--- config.mk ---
export PLATFORM = sky130hd
export DESIGN_NAME = flash_prog_seq
export DESIGN_NICKNAME = d
export VERILOG_FILES = /design/src/rtl/flash_prog_pkg.sv /design/src/rtl/flash_prog_dp.sv /design/src/rtl/flash_prog_ctrl.sv /design/src/rtl/flash_prog_seq.sv
export SDC_FILE = /design/constraint.sdc
export NUM_CORES = 1
export LEC_CHECK = 0
export BUFFER_PORTS_ARGS = -buffer_cell sky130_fd_sc_hd__clkbuf_2
export CAP_MARGIN = 25
export CORE_ASPECT_RATIO = 1.5
export CORE_MARGIN = 2
export CORE_UTILIZATION = 51
export DETAILED_ROUTE_END_ITERATION = 10
export HOLD_SLACK_MARGIN = 0.08
export PLACE_DENSITY_LB_ADDON = 0.3
export SETUP_SLACK_MARGIN = 0.15
export SYNTH_ARGS = -nofsm -noshare
export SYNTH_HDL_FRONTEND = slang
export SYNTH_SLANG_ARGS = --single-unit
--- constraint.sdc ---
create_clock -name clk -period 3.1 [get_ports clk]
set_input_delay 0.465 -clock clk [delete_from_list [all_inputs] [get_ports clk]]
set_output_delay 0.465 -clock clk [all_outputs]
set_load 0.05 [all_outputs]
--- src/rtl/flash_prog_pkg.sv ---
package flash_prog_pkg;

  typedef enum logic [3:0] {
    S_IDLE, S_ID_LO, S_ID_HI, S_ER_SET, S_ER_PULSE, S_ER_HOLD, S_EV_READ,
    S_PG_FETCH, S_PG_SET, S_PG_PULSE, S_PG_HOLD, S_PG_VERIFY, S_DONE, S_ERR
  } seq_state_e;

  typedef enum logic [2:0] {
    CNT_SETUP, CNT_HOLD, CNT_READ, CNT_PROG, CNT_ERASE
  } cnt_sel_e;

  typedef enum logic [1:0] {
    ERR_NONE = 2'd0, ERR_ID = 2'd1, ERR_ERASE = 2'd2, ERR_PROG = 2'd3
  } err_code_e;

  // strobes from control to datapath
  typedef struct packed {
    logic     cntLoad;
    cnt_sel_e cntSel;
    logic     addrClr;
    logic     addrInc;
    logic     srcLatch;
    logic     mfrCap;
    logic     devCap;
  } dp_ctrl_t;

  localparam logic [7:0] MFR_EXPECT  = 8'hBF;
  localparam logic [7:0] ERASED_BYTE = 8'hFF;

endpackage

--- src/rtl/flash_prog_dp.sv ---
module flash_prog_dp
  import flash_prog_pkg::*;
#(
  parameter int ADDR_W    = 18,
  parameter int CNT_W     = 17,
  parameter int SETUP_CYC = 1,
  parameter int HOLD_CYC  = 1,
  parameter int READ_CYC  = 2,
  parameter int PROG_CYC  = 10,
  parameter int ERASE_CYC = 100000
) (
  input  logic              clk,
  input  logic              rstN,
  input  dp_ctrl_t          ctl,
  input  logic [7:0]        srcData,
  input  logic [7:0]        flashDqIn,
  output logic [ADDR_W-1:0] addrReg,
  output logic [7:0]        dataReg,
  output logic [7:0]        mfrReg,
  output logic [7:0]        devReg,
  output logic              cntZero,
  output logic              addrLast,
  output logic              rdErased,
  output logic              rdMatch,
  output logic              mfrOk
);

  logic [CNT_W-1:0] cnt;
  logic [CNT_W-1:0] loadVal;

  always_comb begin
    case (ctl.cntSel)
      CNT_SETUP: loadVal = CNT_W'(SETUP_CYC - 1);
      CNT_HOLD:  loadVal = CNT_W'(HOLD_CYC - 1);
      CNT_READ:  loadVal = CNT_W'(READ_CYC - 1);
      CNT_PROG:  loadVal = CNT_W'(PROG_CYC - 1);
      default:   loadVal = CNT_W'(ERASE_CYC - 1);
    endcase
  end

  always_ff @(posedge clk or negedge rstN) begin
    if (!rstN) begin
      cnt <= '0;
    end else if (ctl.cntLoad) begin
      cnt <= loadVal;
    end else if (cnt != '0) begin
      cnt <= cnt - 1'b1;
    end
  end

  always_ff @(posedge clk or negedge rstN) begin
    if (!rstN) begin
      addrReg <= '0;
    end else if (ctl.addrClr) begin
      addrReg <= '0;
    end else if (ctl.addrInc) begin
      addrReg <= addrReg + 1'b1;
    end
  end

  always_ff @(posedge clk or negedge rstN) begin
    if (!rstN) begin
      dataReg <= '0;
      mfrReg  <= '0;
      devReg  <= '0;
    end else begin
      if (ctl.srcLatch) dataReg <= srcData;
      if (ctl.mfrCap)   mfrReg  <= flashDqIn;
      if (ctl.devCap)   devReg  <= flashDqIn;
    end
  end

  assign cntZero  = (cnt == '0);
  assign addrLast = (addrReg == {ADDR_W{1'b1}});
  assign rdErased = (flashDqIn == ERASED_BYTE);
  assign rdMatch  = (flashDqIn == dataReg);
  assign mfrOk    = (mfrReg == MFR_EXPECT);

endmodule

--- src/rtl/flash_prog_ctrl.sv ---
module flash_prog_ctrl
  import flash_prog_pkg::*;
(
  input  logic       clk,
  input  logic       rstN,
  input  logic       start,
  input  logic       readIdFirst,
  input  logic       srcValid,
  input  logic       cntZero,
  input  logic       addrLast,
  input  logic       rdErased,
  input  logic       rdMatch,
  input  logic       mfrOk,
  output dp_ctrl_t   ctl,
  output logic [1:0] errCode,
  output logic       flashCeN,
  output logic       flashOeN,
  output logic       flashWeN,
  output logic       hvOeReq,
  output logic       hvAddrReq,
  output logic       flashDqOe,
  output logic       srcReq,
  output logic       idMode,
  output logic       idBit,
  output logic       busy,
  output logic       done,
  output logic       err
);

  seq_state_e state, nxt;
  err_code_e  errReg, errNxt;
  logic       errSet, errClr;

  always_comb begin
    nxt        = state;
    ctl        = '0;
    ctl.cntSel = CNT_SETUP;
    errSet     = 1'b0;
    errClr     = 1'b0;
    errNxt     = ERR_NONE;
    case (state)
      S_IDLE, S_DONE, S_ERR: begin
        if (start) begin
          errClr      = 1'b1;
          ctl.addrClr = 1'b1;
          ctl.cntLoad = 1'b1;
          if (readIdFirst) begin
            nxt        = S_ID_LO;
            ctl.cntSel = CNT_READ;
          end else begin
            nxt = S_ER_SET;
          end
        end
      end
      S_ID_LO: if (cntZero) begin
        ctl.mfrCap  = 1'b1;
        ctl.cntLoad = 1'b1;
        ctl.cntSel  = CNT_READ;
        nxt         = S_ID_HI;
      end
      S_ID_HI: if (cntZero) begin
        ctl.devCap = 1'b1;
        if (!mfrOk) begin
          nxt    = S_ERR;
          errSet = 1'b1;
          errNxt = ERR_ID;
        end else begin
          ctl.cntLoad = 1'b1;
          nxt         = S_ER_SET;
        end
      end
      S_ER_SET: if (cntZero) begin
        ctl.cntLoad = 1'b1;
        ctl.cntSel  = CNT_ERASE;
        nxt         = S_ER_PULSE;
      end
      S_ER_PULSE: if (cntZero) begin
        ctl.cntLoad = 1'b1;
        ctl.cntSel  = CNT_HOLD;
        nxt         = S_ER_HOLD;
      end
      S_ER_HOLD: if (cntZero) begin
        ctl.cntLoad = 1'b1;
        ctl.cntSel  = CNT_READ;
        ctl.addrClr = 1'b1;
        nxt         = S_EV_READ;
      end
      S_EV_READ: if (cntZero) begin
        if (!rdErased) begin
          nxt    = S_ERR;
          errSet = 1'b1;
          errNxt = ERR_ERASE;
        end else if (addrLast) begin
          ctl.addrClr = 1'b1;
          nxt         = S_PG_FETCH;
        end else begin
          ctl.addrInc = 1'b1;
          ctl.cntLoad = 1'b1;
          ctl.cntSel  = CNT_READ;
        end
      end
      S_PG_FETCH: if (srcValid) begin
        ctl.srcLatch = 1'b1;
        ctl.cntLoad  = 1'b1;
        nxt          = S_PG_SET;
      end
      S_PG_SET: if (cntZero) begin
        ctl.cntLoad = 1'b1;
        ctl.cntSel  = CNT_PROG;
        nxt         = S_PG_PULSE;
      end
      S_PG_PULSE: if (cntZero) begin
        ctl.cntLoad = 1'b1;
        ctl.cntSel  = CNT_HOLD;
        nxt         = S_PG_HOLD;
      end
      S_PG_HOLD: if (cntZero) begin
        ctl.cntLoad = 1'b1;
        ctl.cntSel  = CNT_READ;
        nxt         = S_PG_VERIFY;
      end
      S_PG_VERIFY: if (cntZero) begin
        if (!rdMatch) begin
          nxt    = S_ERR;
          errSet = 1'b1;
          errNxt = ERR_PROG;
        end else if (addrLast) begin
          nxt = S_DONE;
        end else begin
          ctl.addrInc = 1'b1;
          nxt         = S_PG_FETCH;
        end
      end
      default: nxt = S_IDLE;
    endcase
  end

  always_ff @(posedge clk or negedge rstN) begin
    if (!rstN) begin
      state  <= S_IDLE;
      errReg <= ERR_NONE;
    end else begin
      state <= nxt;
      if (errClr)      errReg <= ERR_NONE;
      else if (errSet) errReg <= errNxt;
    end
  end

  // pin decode, Moore style from the state register
  always_comb begin
    flashCeN  = 1'b1;
    flashOeN  = 1'b1;
    flashWeN  = 1'b1;
    hvOeReq   = 1'b0;
    hvAddrReq = 1'b0;
    flashDqOe = 1'b0;
    srcReq    = 1'b0;
    idMode    = 1'b0;
    idBit     = 1'b0;
    case (state)
      S_ID_LO, S_ID_HI: begin
        flashCeN  = 1'b0;
        flashOeN  = 1'b0;
        hvAddrReq = 1'b1;
        idMode    = 1'b1;
        idBit     = (state == S_ID_HI);
      end
      S_ER_SET, S_ER_PULSE, S_ER_HOLD: begin
        flashCeN  = 1'b0;
        hvOeReq   = 1'b1;
        hvAddrReq = 1'b1;
        flashWeN  = (state != S_ER_PULSE);
      end
      S_EV_READ, S_PG_VERIFY: begin
        flashCeN = 1'b0;
        flashOeN = 1'b0;
      end
      S_PG_FETCH: srcReq = 1'b1;
      S_PG_SET, S_PG_PULSE, S_PG_HOLD: begin
        flashCeN  = 1'b0;
        hvOeReq   = 1'b1;
        flashDqOe = 1'b1;
        flashWeN  = (state != S_PG_PULSE);
      end
      default: ;
    endcase
  end

  assign busy    = !(state == S_IDLE || state == S_DONE || state == S_ERR);
  assign done    = (state == S_DONE);
  assign err     = (state == S_ERR);
  assign errCode = errReg;

endmodule

--- src/rtl/flash_prog_seq.sv ---
module flash_prog_seq
  import flash_prog_pkg::*;
#(
  parameter int ADDR_W    = 18,
  parameter int CLK_HZ    = 1_000_000,
  parameter int SETUP_CYC = 1,
  parameter int HOLD_CYC  = 1,
  parameter int READ_CYC  = 2
) (
  input  logic              clk,
  input  logic              rstN,
  input  logic              start,
  input  logic              readIdFirst,
  input  logic              srcValid,
  input  logic [7:0]        srcData,
  input  logic [7:0]        flashDqIn,
  output logic              srcReq,
  output logic [ADDR_W-1:0] srcAddr,
  output logic              flashCeN,
  output logic              flashOeN,
  output logic              flashWeN,
  output logic              hvOeReq,
  output logic              hvAddrReq,
  output logic [ADDR_W-1:0] flashAddr,
  output logic [7:0]        flashDqOut,
  output logic              flashDqOe,
  output logic              busy,
  output logic              done,
  output logic              err,
  output logic [1:0]        errCode,
  output logic [ADDR_W-1:0] errAddr,
  output logic [7:0]        idMfr,
  output logic [7:0]        idDev
);

  localparam int PROG_RAW  = CLK_HZ / 100_000;
  localparam int ERASE_RAW = CLK_HZ / 10;
  localparam int PROG_CYC  = (PROG_RAW  < 1) ? 1 : PROG_RAW;
  localparam int ERASE_CYC = (ERASE_RAW < 1) ? 1 : ERASE_RAW;
  localparam int SET_C     = (SETUP_CYC < 1) ? 1 : SETUP_CYC;
  localparam int HLD_C     = (HOLD_CYC  < 1) ? 1 : HOLD_CYC;
  localparam int RD_C      = (READ_CYC  < 1) ? 1 : READ_CYC;
  localparam int MAX_A     = (PROG_CYC > ERASE_CYC) ? PROG_CYC : ERASE_CYC;
  localparam int MAX_B     = (SET_C > HLD_C) ? SET_C : HLD_C;
  localparam int MAX_C     = (MAX_B > RD_C) ? MAX_B : RD_C;
  localparam int MAX_CYC   = (MAX_A > MAX_C) ? MAX_A : MAX_C;
  localparam int CNT_W     = $clog2(MAX_CYC + 1);

  dp_ctrl_t          ctl;
  logic [ADDR_W-1:0] addrReg;
  logic [7:0]        dataReg;
  logic              cntZero, addrLast, rdErased, rdMatch, mfrOk;
  logic              idMode, idBit;

  flash_prog_ctrl u_ctrl (
    .clk, .rstN, .start, .readIdFirst, .srcValid,
    .cntZero, .addrLast, .rdErased, .rdMatch, .mfrOk,
    .ctl, .errCode,
    .flashCeN, .flashOeN, .flashWeN, .hvOeReq, .hvAddrReq, .flashDqOe,
    .srcReq, .idMode, .idBit, .busy, .done, .err
  );

  flash_prog_dp #(
    .ADDR_W(ADDR_W), .CNT_W(CNT_W), .SETUP_CYC(SET_C), .HOLD_CYC(HLD_C),
    .READ_CYC(RD_C), .PROG_CYC(PROG_CYC), .ERASE_CYC(ERASE_CYC)
  ) u_dp (
    .clk, .rstN, .ctl, .srcData, .flashDqIn,
    .addrReg, .dataReg, .mfrReg(idMfr), .devReg(idDev),
    .cntZero, .addrLast, .rdErased, .rdMatch, .mfrOk
  );

  assign flashAddr  = idMode ? ADDR_W'(idBit) : addrReg;
  assign flashDqOut = dataReg;
  assign srcAddr    = addrReg;
  assign errAddr    = addrReg;

endmodule

======== Yosys cells after proc, flatten, opt, wreduce, memory -nomap -nowiden ========
Index checks and enable logic that the tools add are counted.
storage, ports and cells
  flip-flop bits (word level) ............. 65
  output and inout bits ................... 90
  word-level logic and storage cells ...... 143
operators by class
  equality and inequality tests ........... 35
  muxes and demuxes ....................... 77
  add/subtract/negate cells ............... 2
  reductions and logical operators ........ 22
operator list
  kind                     count
  $mux W4                  22
  $mux W18                 3
  $pmux W17 S3             1
  $pmux W4 S12             1
  $mux W17                 2
  $mux W1                  28
  $eq A4 B4 Y1 const B     6
  $ne A2 B2 Y1 const B     12
  $pmux W3 S7              1
  $add A18 B1 Y18 const B  1
  $eq A18 B18 Y1 const B   1
  $mux W2                  9
  $logic_not A17 Y1        1
  $reduce_bool A17 Y1      1
  $sub A17 B1 Y17 const B  1
  $eq A4 B3 Y1 const B     4
  $eq A8 B8 Y1 const B     2
  $reduce_and A13 Y1       1
  $mux W6                  2
  $mux W5                  2
  $reduce_or A10 Y1        1
  $pmux W1 S9              1
  $reduce_or A3 Y1         3
  $eq A4 B2 Y1 const B     2
  other kinds (19)         28

======== Logic depth before layout (Yosys ltp) ========
  depth after elaboration ................. 9
  depth in mapped cells ................... 9
  depth with buffers taken out ............ 8

======== Modules after synthesis ========
From an unflattened synthesis, not the netlist that was laid out.
second synthesis, totals
  cell total of the unflattened synthesis .. 415
  area total of the unflattened synthesis .. 3973.8 µm²
by module, submodules not included
  module           cells an instance  instances  area each (µm²)
  flash_prog_dp    251                1          2803.9
  flash_prog_ctrl  127                1          903.4
  flash_prog_seq   37                 1          266.5

======== Worst setup path after synthesis ========
OpenSTA, ideal clock, no wires.
  path type ............................... register to output
  from .................................... register u_ctrl.state[1]
  to ...................................... output port flashAddr[0]
  slack ................................... 0.290 ns
  buffers on the path ..................... 3
  data required time ...................... 2.635 ns
  data arrival time ....................... 2.345 ns
  cell stages (with the launch flop) ...... 6
  cell sequence ........................... dfrtp_1 -> clkbuf_1 -> clkbuf_1 -> clkbuf_1 -> a21oi_1 -> o21ai_0
between the ends
  longest elaborated chain between the ends .. 4
ends and longest elaborated chain
  what                                          RTL line                                        source
  from (decl)                                   flash_prog_ctrl.sv:30                           seq_state_e state, nxt;
  from (signal assigned)                        flash_prog_ctrl.sv:143                          state <= nxt;
  $eq A4 B1 Y1 or $eq A4 B2 Y1 (tied branches)  flash_prog_ctrl.sv:160, flash_prog_ctrl.sv:166
  $reduce_or A2 Y1                              flash_prog_ctrl.sv:160                          case (state)
  $mux W1                                       flash_prog_ctrl.sv:160
  $mux W18 *                                    flash_prog_seq.sv:72                            assign flashAddr = idMode ? ADDR_W'(idBit) : addrReg;
  to (decl)                                     flash_prog_seq.sv:24                            output logic [ADDR_W-1:0] flashAddr,
Mark *: on every way between the ends. The rest lies on a longest branch, timed or not.

======== Worst setup path after layout ========
  from .................................... register u_dp.cnt[0]
  to ...................................... register u_dp.cnt[0]
between the ends
  longest elaborated chain between the ends .. 7
ends and longest elaborated chain
  what                                              RTL line                                       source
  from (decl)                                       flash_prog_dp.sv:28                            logic [CNT_W-1:0] cnt;
  from (signal assigned)                            flash_prog_dp.sv:45                            cnt <= loadVal;
  from (signal assigned)                            flash_prog_dp.sv:47                            cnt <= cnt - 1'b1;
  $logic_not A17 Y1                                 flash_prog_dp.sv:73                            assign cntZero = (cnt == '0);
  $mux W4 (tied with other cells)                   flash_prog_ctrl.sv:77, flash_prog_ctrl.sv:112
  $pmux W3 S7                                       flash_prog_ctrl.sv:41                          case (state)
  $eq A3 B1 Y1 or $logic_not A3 Y1 (tied branches)  flash_prog_dp.sv:32                            case (ctl.cntSel)
  $reduce_or A2 Y1 (no source line)                 -
  $pmux W17 S3                                      flash_prog_dp.sv:32
  $mux W17                                          flash_prog_dp.sv:44                            end else if (ctl.cntLoad) begin
Parallel ways exist; a longest one is shown, timed or not. The select of a mux whose other input is x is not followed.
A chain may end at the register's enable or synchronous reset.

==> impl_results.md <==
* Area leader, netlist: dfrtp_1
* Vias in the first global route at 3440
* Netlist cell types at 58
* CP Max Fanout at 10
* # fillers at 638
* Power density over the cells at 437 mW/mm^2
* Grt met2 use at 42.2%
* Asr flop ratio synth at 100%
* CP max stage cell: or4b_2
* Post-synth EDFFs at 0
* DR iter-0 viols at 171
* F_max at 0.360 GHz
* Clock Pin Slew Worst Setup and Hold Paths at 0.05 ns
* Dpl hpwl at 7550 um
* Commonest non-fill, non-tap cell in the layout: clkbuf_2
* Core Rows at 39
* Vias per cell at 5.71
* Seq/Total Area, Yosys at 40.4%
* N_diodes at 0
* # port buffers at 110
* Synth Instances at 429
* Max Buffers Root-to-Sink at 2
* Ports at 111
* FF+latch count, synth at 65
* Setup ws final at 0.324 ns
* Fin. Hold Viols at 0
* Core Region at 0.00761 sq mm
* Startpoint Class: register
* RSZ-0062 raised after global routing: false
* Peak VDD IR at 372 uV
* Crit end category: register
* Wire per inst at 16.1 um
* Post-Syn Area at 0.00402 sq mm
* Synthesis-to-finish area growth at 23.0%
* Clock root buffer: clkbuf_16
* Clock Sinks at 65
* Setup TNS at 0 ns
* M3 GR Usage at 6.30%
* Die H at 113 um
* WP data required at 3.31 ns
* Ys flop type: dfrtp_1
* GPL Wtd Cong at 0.963
* Worst slack, placed at 0.359 ns
* Slew HR at 45.2%
* First-pass GRT wire length at 16600 um
* Status: finished clean
* CTS Buf Count at 9
* Leakage power total at 2.35 nW
* Routed Antenna Nets at 0
* Top Usage Layer GRT: met2
* Clock Skew at 0.00729 ns
* Final WL at 10300 um
* GRT overflow at 0
* Worst path max stage delay at 0.67 ns
* Initial antenna violation count at 0
* Critical path start-end classification: reg2reg
* Max-cap violations at 0
* Die Wd at 76.5 um
* Clk_lat worst skew at 0.34 ns
* Global-route track usage on met1 at 28.7%
* Tmin final at 2.78 ns
* Final-report setup violation count at 0
* Remaining DRCs at 0
* Measured slew at the worst slew-check pin at 0.822 ns
* Total global-route track usage at 24.6%
* Hold Crit Class: in2async
* Via count at 3639
* Die outline area at 0.00863 sq mm
* Share of layout cells above drive strength 1 at 36.3%
* Largest net degree at the start of global routing at 66
* Number of H-tree levels at 3
* Max-slew violation count at 0
* Number of setup buffers added after CTS at 0
* Synth area leaders: dfrtp_1, mux2_2, xnor2_1
* Syn Area/Cell at 9.37 sq um
* Cell Chain, Critical Path: inv_1 -> ha_1 -> or4b_2 -> or4_4 -> and2_1 -> nor2_2 -> o21ai_1
* Final #Nets at 554
* Most frequent cells in the layout: clkbuf_2, dfrtp_1, nor2_1
* Critical path data arrival time at 2.99 ns
* Fin crit share at 89.5%
* Post-synthesis net count at 453
* CTS tree: done
* Initial Util at 52.8%
* Synth top area share at 40.4%
* Synth warn at 0
* Pre-Repair DR Iteration Count at 5
-- metrics by stage --
step                      std cells  hold WS [ns]  cell area [sq um]  power (W)  utilization, %
after detailed placement        621         0.472               4600    0.00103            60.5
after global routing            637         0.354               4950    0.00224            65.0
after floorplan                 429         0.169               4020   0.000970               -
final                           637         0.302               4950    0.00216            65.0
after CTS                       637         0.342               4940    0.00218            65.0
after global placement          621         0.462               4600    0.00103            60.5
-- state kept, by name, summed over array words and instances (netlist names) --
name            count
u_dp.addrReg       18
u_dp.cnt           17
u_dp.dataReg        8
u_dp.devReg         8
u_dp.mfrReg         8
u_ctrl.state        4
u_ctrl.errCode      2
-- synthesized netlist by cell type (all sizes together) (2+ instances only) --
library cell  count
a211oi            2
a21o              2
a21oi            20
a22oi             2
a311oi            2
a31oi             3
and2             18
and3              3
and4              2
buf              22
clkbuf           13
dfrtp            65
ha                3
inv               7
mux2             26
nand2            43
nand2b            7
nand3            13
nand3b            4
nand4             7
nor2             46
nor2b             4
nor3             15
nor3b             4
nor4             14
nor4b             3
o211ai            3
o21ai            17
o22ai             2
o31ai             3
or3               3
or4               5
or4b              2
xnor2            21
xor2             15
-- layout make-up --
type | instances | area, sq um | share of cell area (%)
multi-input cells | 322 | 2160 | 43.7
flip-flops and latches | 65 | 1630 | 32.9
repair buffers | 125 | 663 | 13.4
clock buffers | 12 | 267 | 5.39
well taps | 102 | 128 | 2.58
clock inverters | 4 | 73.8 | 1.49
inverters | 7 | 26.3 | 0.531
-- power breakdown --
group	internal, W	switching (W)
clock	0.000769	0.000374
combinational	0.0000410	0.000108
sequential	0.000861	0.00000864
total	0.00167	0.000491
-- critical path, delay by kind of cell (launching register included) --
| kind | cells | cell delay [ns] |
|---|---|---|
| compound gates | 1 | 0.12 |
| flops | 1 | 0.39 |
| buf+inv | 1 | 0.12 |
| simple gates | 4 | 1.85 |
| fa+ha+maj | 1 | 0.16 |
-- cells by family (layout without fill, tap and decap cells) --
group                      count (synthesis)  in the layout  synth area share [%]
and+or+nand+nor                          196            196                  27.7
adders and majority gates                  3              3                 0.934
AOI/OAI and AO/OA                         61             61                  9.86
buffers and inverters                     42            148                  5.97
DFF                                       65             65                  40.4
xor gates and xnor gates                  36             36                  7.84
muxes                                     26             26                  7.28
-- per-layer routing --
metal  part of all wire, %  wire length, um
met1                    40             4060
met2                    52             5360
met4                   2.9              302
met3                   5.2              533
met5                     0                0
-- repair_timing --
| action | in CTS | in global routing |
|---|---|---|
| resized for setup | 0 | 1 |
| hold buffers | 0 | 0 |
| endpoints found under the setup margin | 0 | 14 |
-- final timing paths --
| check | start | end | slack, ns | cells past startpoint |
|---|---|---|---|---|
| max in group asynchronous | rstN | u_ctrl.state[0] | 2.23 | 2 |
| min in group clk | srcData[6] | u_dp.dataReg[6] | 0.35 | 2 |
| worst max-delay path | u_dp.cnt[0] | u_dp.cnt[0] | 0.32 | 7 |
| worst max register to register | u_dp.cnt[0] | u_dp.cnt[0] | 0.32 | 7 |
| worst min register to register | u_ctrl.errCode[1] | u_ctrl.errCode[1] | 0.48 | 2 |
| worst min-delay path | rstN | u_dp.cnt[14] | 0.30 | 2 |
No activity file was read; power rests on OpenSTA's default activity.
